<file path="config.mk">
export PLATFORM = sky130hd
export DESIGN_NAME = irq_ctrl_dual
export DESIGN_NICKNAME = d
export VERILOG_FILES = /design/src/rtl/irq_ctrl_pkg.sv /design/src/rtl/irq_sync.sv /design/src/rtl/irq_bank.sv /design/src/rtl/irq_ctrl_dual.sv
export SDC_FILE = /design/constraint.sdc
export NUM_CORES = 1
export LEC_CHECK = 0
export BUFFER_PORTS_ARGS = -buffer_cell sky130_fd_sc_hd__buf_2
export CORE_UTILIZATION = 55
export DETAILED_ROUTE_END_ITERATION = 7
export GPL_TIMING_DRIVEN = 0
export PLACE_DENSITY = 0.73
export SYNTH_ARGS = -nofsm -noshare
export SYNTH_HDL_FRONTEND = slang
export SYNTH_SLANG_ARGS = --single-unit
</file>
<file path="constraint.sdc">
create_clock -name clk -period 1.9 [get_ports clk]
set_input_delay 0.57 -clock clk [delete_from_list [all_inputs] [get_ports clk]]
set_output_delay 0.57 -clock clk [all_outputs]
set_load 0.03 [all_outputs]
</file>
<file path="src/rtl/irq_ctrl_pkg.sv">
package irq_ctrl_pkg;
  // Register index within a bank: address bits [4:2].
  typedef enum logic [2:0] {
    SEL_RAW  = 3'd0,
    SEL_EN   = 3'd1,
    SEL_ACK  = 3'd2,
    SEL_TRIG = 3'd3,
    SEL_SENS = 3'd4,
    SEL_STAT = 3'd5
  } reg_sel_e;

  localparam int unsigned N_BANKS  = 2;
  localparam int unsigned BANK_BIT = 5;   // byte offset 0x20 selects the fast bank
  localparam int unsigned SEL_LSB  = 2;
  localparam int unsigned SEL_W    = 3;

  function automatic logic sel_is_mapped(input logic [SEL_W-1:0] s);
    return s <= SEL_STAT;
  endfunction
endpackage

</file>
<file path="src/rtl/irq_sync.sv">
module irq_sync #(
  parameter int unsigned N_LINES = 32
) (
  input  logic               clk,
  input  logic               rst_n,
  input  logic [N_LINES-1:0] raw_i,
  output logic [N_LINES-1:0] sync_o,
  output logic [N_LINES-1:0] prev_o
);
  logic [N_LINES-1:0] meta_q, sync_q, prev_q;
  logic [1:0]         age_q;

  always_ff @(posedge clk) begin
    if (!rst_n) begin
      meta_q <= '0;
      sync_q <= '0;
      prev_q <= '0;
      age_q  <= '0;
    end else begin
      meta_q <= raw_i;
      sync_q <= meta_q;
      prev_q <= sync_q;
      if (age_q != 2'd3) age_q <= age_q + 2'd1;
    end
  end

  assign sync_o = sync_q;
  assign prev_o = prev_q;

  AST_SYNC_TWO_STAGE: assert property (@(posedge clk) disable iff (!rst_n)
    (age_q == 2'd3) |-> (sync_q == $past(raw_i, 2)));
  AST_PREV_IS_DELAYED: assert property (@(posedge clk) disable iff (!rst_n)
    (age_q == 2'd3) |-> (prev_q == $past(sync_q)));
endmodule

</file>
<file path="src/rtl/irq_bank.sv">
module irq_bank
  import irq_ctrl_pkg::*;
#(
  parameter int unsigned N_LINES = 32
) (
  input  logic               clk,
  input  logic               rst_n,
  input  logic [N_LINES-1:0] sync_i,
  input  logic [N_LINES-1:0] prev_i,
  input  logic               we_i,
  input  logic [SEL_W-1:0]   sel_i,
  input  logic [N_LINES-1:0] wdata_i,
  output logic [N_LINES-1:0] rword_o,
  output logic               irq_o
);
  // Level pending: the sense bit inverts the synchronised input.
  function automatic logic [N_LINES-1:0] level_pend(
    input logic [N_LINES-1:0] s, input logic [N_LINES-1:0] sense);
    return s ^ sense;
  endfunction

  // Edge hit: the input changed, and its new value is the active one.
  function automatic logic [N_LINES-1:0] edge_hit(
    input logic [N_LINES-1:0] s, input logic [N_LINES-1:0] d,
    input logic [N_LINES-1:0] sense);
    return (s ^ d) & (s ^ sense);
  endfunction

  logic [N_LINES-1:0] en_q, trig_q, sens_q, latch_q;
  logic [N_LINES-1:0] ack_w, edge_evt, raw_pend, status;

  assign ack_w    = (we_i && sel_i == SEL_ACK) ? wdata_i : '0;
  assign edge_evt = trig_q & edge_hit(sync_i, prev_i, sens_q);

  always_ff @(posedge clk) begin
    if (!rst_n) begin
      en_q   <= '0;
      trig_q <= '0;
      sens_q <= '0;
    end else if (we_i) begin
      if (sel_i == SEL_EN)   en_q   <= wdata_i;
      if (sel_i == SEL_TRIG) trig_q <= wdata_i;
      if (sel_i == SEL_SENS) sens_q <= wdata_i;
    end
  end

  for (genvar i = 0; i < N_LINES; i++) begin : g_latch
    always_ff @(posedge clk) begin
      if (!rst_n) latch_q[i] <= 1'b0;
      else        latch_q[i] <= edge_evt[i] | (latch_q[i] & ~ack_w[i]);
    end
  end

  assign raw_pend = (trig_q & latch_q) | (~trig_q & level_pend(sync_i, sens_q));
  assign status   = raw_pend & en_q;
  assign irq_o    = |status;

  always_comb begin
    unique case (sel_i)
      SEL_RAW:  rword_o = raw_pend;
      SEL_EN:   rword_o = en_q;
      SEL_TRIG: rword_o = trig_q;
      SEL_SENS: rword_o = sens_q;
      SEL_STAT: rword_o = status;
      default:  rword_o = '0;
    endcase
  end

  AST_EDGE_HOLDS: assert property (@(posedge clk) disable iff (!rst_n)
    1'b1 |=> ((($past(latch_q & ~ack_w)) & ~latch_q) == '0));
  AST_ACK_CLEARS: assert property (@(posedge clk) disable iff (!rst_n)
    1'b1 |=> ((latch_q & $past(ack_w & ~edge_evt)) == '0));
  AST_EDGE_WINS: assert property (@(posedge clk) disable iff (!rst_n)
    1'b1 |=> ((~latch_q & $past(edge_evt)) == '0));
  AST_EN_READBACK: assert property (@(posedge clk) disable iff (!rst_n)
    (we_i && sel_i == SEL_EN) |=> (en_q == $past(wdata_i)));
  AST_MASKED_QUIET: assert property (@(posedge clk) disable iff (!rst_n)
    (en_q == '0) |-> !irq_o);
endmodule

</file>
<file path="src/rtl/irq_ctrl_dual.sv">
module irq_ctrl_dual
  import irq_ctrl_pkg::*;
#(
  parameter int unsigned N_LINES = 32,
  parameter int unsigned ADDR_W  = 8,
  parameter int unsigned DATA_W  = 32
) (
  input  logic              clk,
  input  logic              rst_n,
  input  logic [ADDR_W-1:0] bus_addr,
  input  logic              bus_we,
  input  logic [DATA_W-1:0] bus_wdata,
  input  logic              bus_re,
  output logic [DATA_W-1:0] bus_rdata,
  input  logic [N_LINES-1:0] irq_lines,
  output logic              irq_norm_o,
  output logic              irq_fast_o
);
  localparam int unsigned HI_LSB = BANK_BIT + 1;

  logic [N_LINES-1:0] sync_w, prev_w;
  logic               addr_ok;
  logic               bank_w;
  logic [SEL_W-1:0]   sel_w;
  logic [N_LINES-1:0] rword [N_BANKS];
  logic [N_BANKS-1:0] irq_v;
  logic [DATA_W-1:0]  rd_next;

  assign addr_ok = (bus_addr[ADDR_W-1:HI_LSB] == '0) && (bus_addr[1:0] == 2'b00)
                   && sel_is_mapped(sel_w);
  assign bank_w  = bus_addr[BANK_BIT];
  assign sel_w   = bus_addr[SEL_LSB +: SEL_W];

  irq_sync #(.N_LINES(N_LINES)) u_sync (
    .clk(clk), .rst_n(rst_n), .raw_i(irq_lines),
    .sync_o(sync_w), .prev_o(prev_w)
  );

  for (genvar b = 0; b < N_BANKS; b++) begin : g_bank
    irq_bank #(.N_LINES(N_LINES)) u_bank (
      .clk(clk), .rst_n(rst_n),
      .sync_i(sync_w), .prev_i(prev_w),
      .we_i(bus_we && addr_ok && (bank_w == b[0])),
      .sel_i(sel_w), .wdata_i(bus_wdata[N_LINES-1:0]),
      .rword_o(rword[b]), .irq_o(irq_v[b])
    );
  end

  always_comb begin
    rd_next = '0;
    if (bus_re && addr_ok) rd_next[N_LINES-1:0] = rword[bank_w];
  end

  always_ff @(posedge clk) begin
    if (!rst_n) bus_rdata <= '0;
    else        bus_rdata <= rd_next;
  end

  assign irq_norm_o = irq_v[0];
  assign irq_fast_o = irq_v[1];

  AST_ACK_READS_ZERO: assert property (@(posedge clk) disable iff (!rst_n)
    (bus_re && sel_w == SEL_ACK) |=> (bus_rdata == '0));
  AST_IDLE_RDATA_ZERO: assert property (@(posedge clk) disable iff (!rst_n)
    !bus_re |=> (bus_rdata == '0));
  AST_UNMAPPED_ZERO: assert property (@(posedge clk) disable iff (!rst_n)
    (bus_re && !addr_ok) |=> (bus_rdata == '0));
endmodule

</file>
==> results_dict.tcl <==
set metrics [dict create \
    cts_tree "built" \
    fin_util_pct 65.6 \
    cp_slowest_stage_delay_ns 0.64 \
    tightest_slew_ns 1.18 \
    multi_input_area_mm2 0.00979 \
    clock.fmax_mhz 297 \
    grt_pass1_vias 16340 \
    synth_cell_types 48 \
    crit_fanout 5 \
    vias_per_cell 6.33 \
    via_count 17780 \
    clkLatencyLatePin_ns 0.56 \
    violations "negative setup slack" \
    max_slew_margin_pct 21.2 \
    clock-root-buffer "clkbuf_16" \
    gp_congestion 1.05 \
    reg2reg_from "g_bank[0].u_bank.sens_q[28]" \
    setup_ws_ns -1.46 \
    endpoint_kind "primary output" \
    die_w_um 183 \
    area_growth_pct 17.7 \
    seqCellArea_mm2 0.00771 \
    hold_viol 0 \
    antenna_found_initial 3 \
    core_area_mm2 0.0325 \
    period_share_pct 177 \
    synth.most_common_cell "nand2_1" \
    crit_type "reg2out" \
    finalClockSkew_ns 0.0211 \
    ys_ff_latch 384 \
    cp_slowest_cell "o211ai_1" \
    drc_errors 0 \
    synth_top_cells_by_area "dfxtp_1 43%, nand2_1 10%, a21boi_0 4.2%" \
    dr.pass1.iters 8 \
    drtIter0Drc 2456 \
    drtAntennaViolNets 0 \
    overflow 0 \
    power.leakage_nw 7.67 \
    syn_area_per_cell_um2 8.25 \
    report.final.setup_viol 19 \
    synth_top_area_cell "dfxtp_1" \
    yosysSeqAreaShare_pct 42.5 \
    status "finished with violations" \
    grt_usage_pct 41.6 \
    drive_above_1_share_pct 17.9 \
    synthTopCellsByCount "496 x nand2_1, 384 x dfxtp_1, 144 x a21oi_1" \
    worstHoldStart "irq_lines[21]" \
    grt_max_degree 15 \
    crit_required_ns 1.33 \
    crit_path_cell_trace "xor2_1 -> o211ai_1 -> o2111ai_2 -> nor4_2 -> nand4_1 -> buf_6" \
    cp_data_arrival_time_ns 2.79 \
    synthesis.area_mm2 0.0181 \
    async_flop_share_pct 0 \
    cts_inserted_buffers 41 \
    min_path_type "in2reg" \
    hpwl_mm 47.4 \
    fillers 2825 \
    p_per_area_mw_per_mm2 835 \
    floorplan.rows 66 \
    initial_core_util_pct 55.7 \
    synthCells 2193 \
    cp-start-kind "flip-flop" \
    clk_path_buf_depth 3 \
    grt_pass1_wl_mm 102 \
    power_mw 17.8 \
    clk_pin_slew_worst_paths_ns 0.06 \
    slew_violations 0 \
    io_buffers 77 \
    synth-main-ff-cell "dfxtp_1" \
    die-area_mm2 0.0336 \
    htreeDepth 2 \
    ir_drop_mv 0.768 \
    final_nets 2413 \
    synth_fp_nets 2269 \
    wl_per_cell_um 25.3 \
    ys.warnings.count 0 \
    min_period_ns 3.36 \
    drt_wl_total_mm 71.0 \
    rsz0062_at_grt "true" \
    cts_num_sinks 384 \
    cap_violations 0 \
    io_pins 110 \
    synth_top_area_share_pct 42.5 \
    dp_slack_ns -1.07 \
    die_h_um 183 \
    crit_path_start "g_bank[1].u_bank.sens_q[3]" \
    synth_edf_count 0 \
]
## layout by cell type, fill, tap and decap left out, types with 65 or more instances in the layout
cell,count
and2_1,96
nand2b_1,66
dfxtp_1,371
a21boi_1,99
buf_4,65
buf_2,90
o21ai_0,99
a21boi_0,93
nand2_1,496
a21oi_1,129
## per-stage QoR
stage          setup TNS, ns  std cells  hold slack [ns]  instance area [um2]
2_1_floorplan         -0.187       2193            0.412                18100
3_3_place_gp         -254.23       2712            0.413                19000
3_5_place_dp         -254.78       2712            0.417                19000
4_1_cts                -2.63       2791            0.212                20800
5_1_grt                -4.18       2807            0.224                21300
6_report               -3.29       2810            0.216                21300
## state kept, by name (all words and copies together), names as in the netlist
signal                 cells
u_sync.sync_o             32
g_bank.u_bank.trig_q      64
g_bank.u_bank.latch_q     64
u_sync.meta_q             32
g_bank.u_bank.sens_q      64
g_bank.u_bank.en_q        64
u_sync.prev_o             32
bus_rdata                 32
## cells by family after synthesis
logic type                share of synthesized area (%)
and+or+nand+nor                                    22.6
AOI/OAI and AO/OA                                  25.1
DFF                                                42.5
buffers and inverters                              5.06
muxes                                              1.61
xor gates and xnor gates                           3.10
## layer usage
metal	global-route usage, %	share of wire (%)	up-vias
met5	0	0	-
met4	24.4	6.7	0
met3	11.5	13	293
met2	62.3	42	1227
met1	53.6	38	8381
li1	-	-	7879
## critical path, delay by kind of cell (launching register included)
family          cells  cell delay, ns
compound gates      2            0.96
simple gates        2            0.52
flops               1            0.35
buf+inv             1            0.24
xor+xnor            1            0.17
## report_power, final
group          switching (mW)  internal [mW]  total, mW
Sequential             0.0745           8.13       8.21
Combinational           0.841          0.371       1.21
Clock                    3.42           4.93       8.35
## final cells by class
class,count,area share [%]
tap,442,2.60
clock inverter,16,0.923
clock buffer,55,5.59
buffer,167,5.06
antenna,3,0.0353
timing repair buffer,101,3.13
sequential,384,36.2
inverter,25,0.441
multi-input combinational,1617,46.0
## repair_timing
| item | CTS | global route |
|---|---|---|
| endpoints found under the setup margin | 314 | 176 |
| gates cloned | 0 | 3 |
| gates resized for setup | 110 | 143 |
| hold buffers | 0 | 0 |
| pin swaps | 17 | 33 |
| setup buffers | 8 | 13 |
## path summary, 6_finish.rpt
kind              slack [ns]  cells past startpoint                 to
hold reg to reg         0.42                      1  u_sync.sync_o[14]
setup reg to reg        0.07                      5      bus_rdata[28]
hold / removal          0.22                      2  u_sync.meta_q[21]
setup / recovery       -1.46                      6         irq_fast_o
No activity file was read; power rests on OpenSTA's default activity.
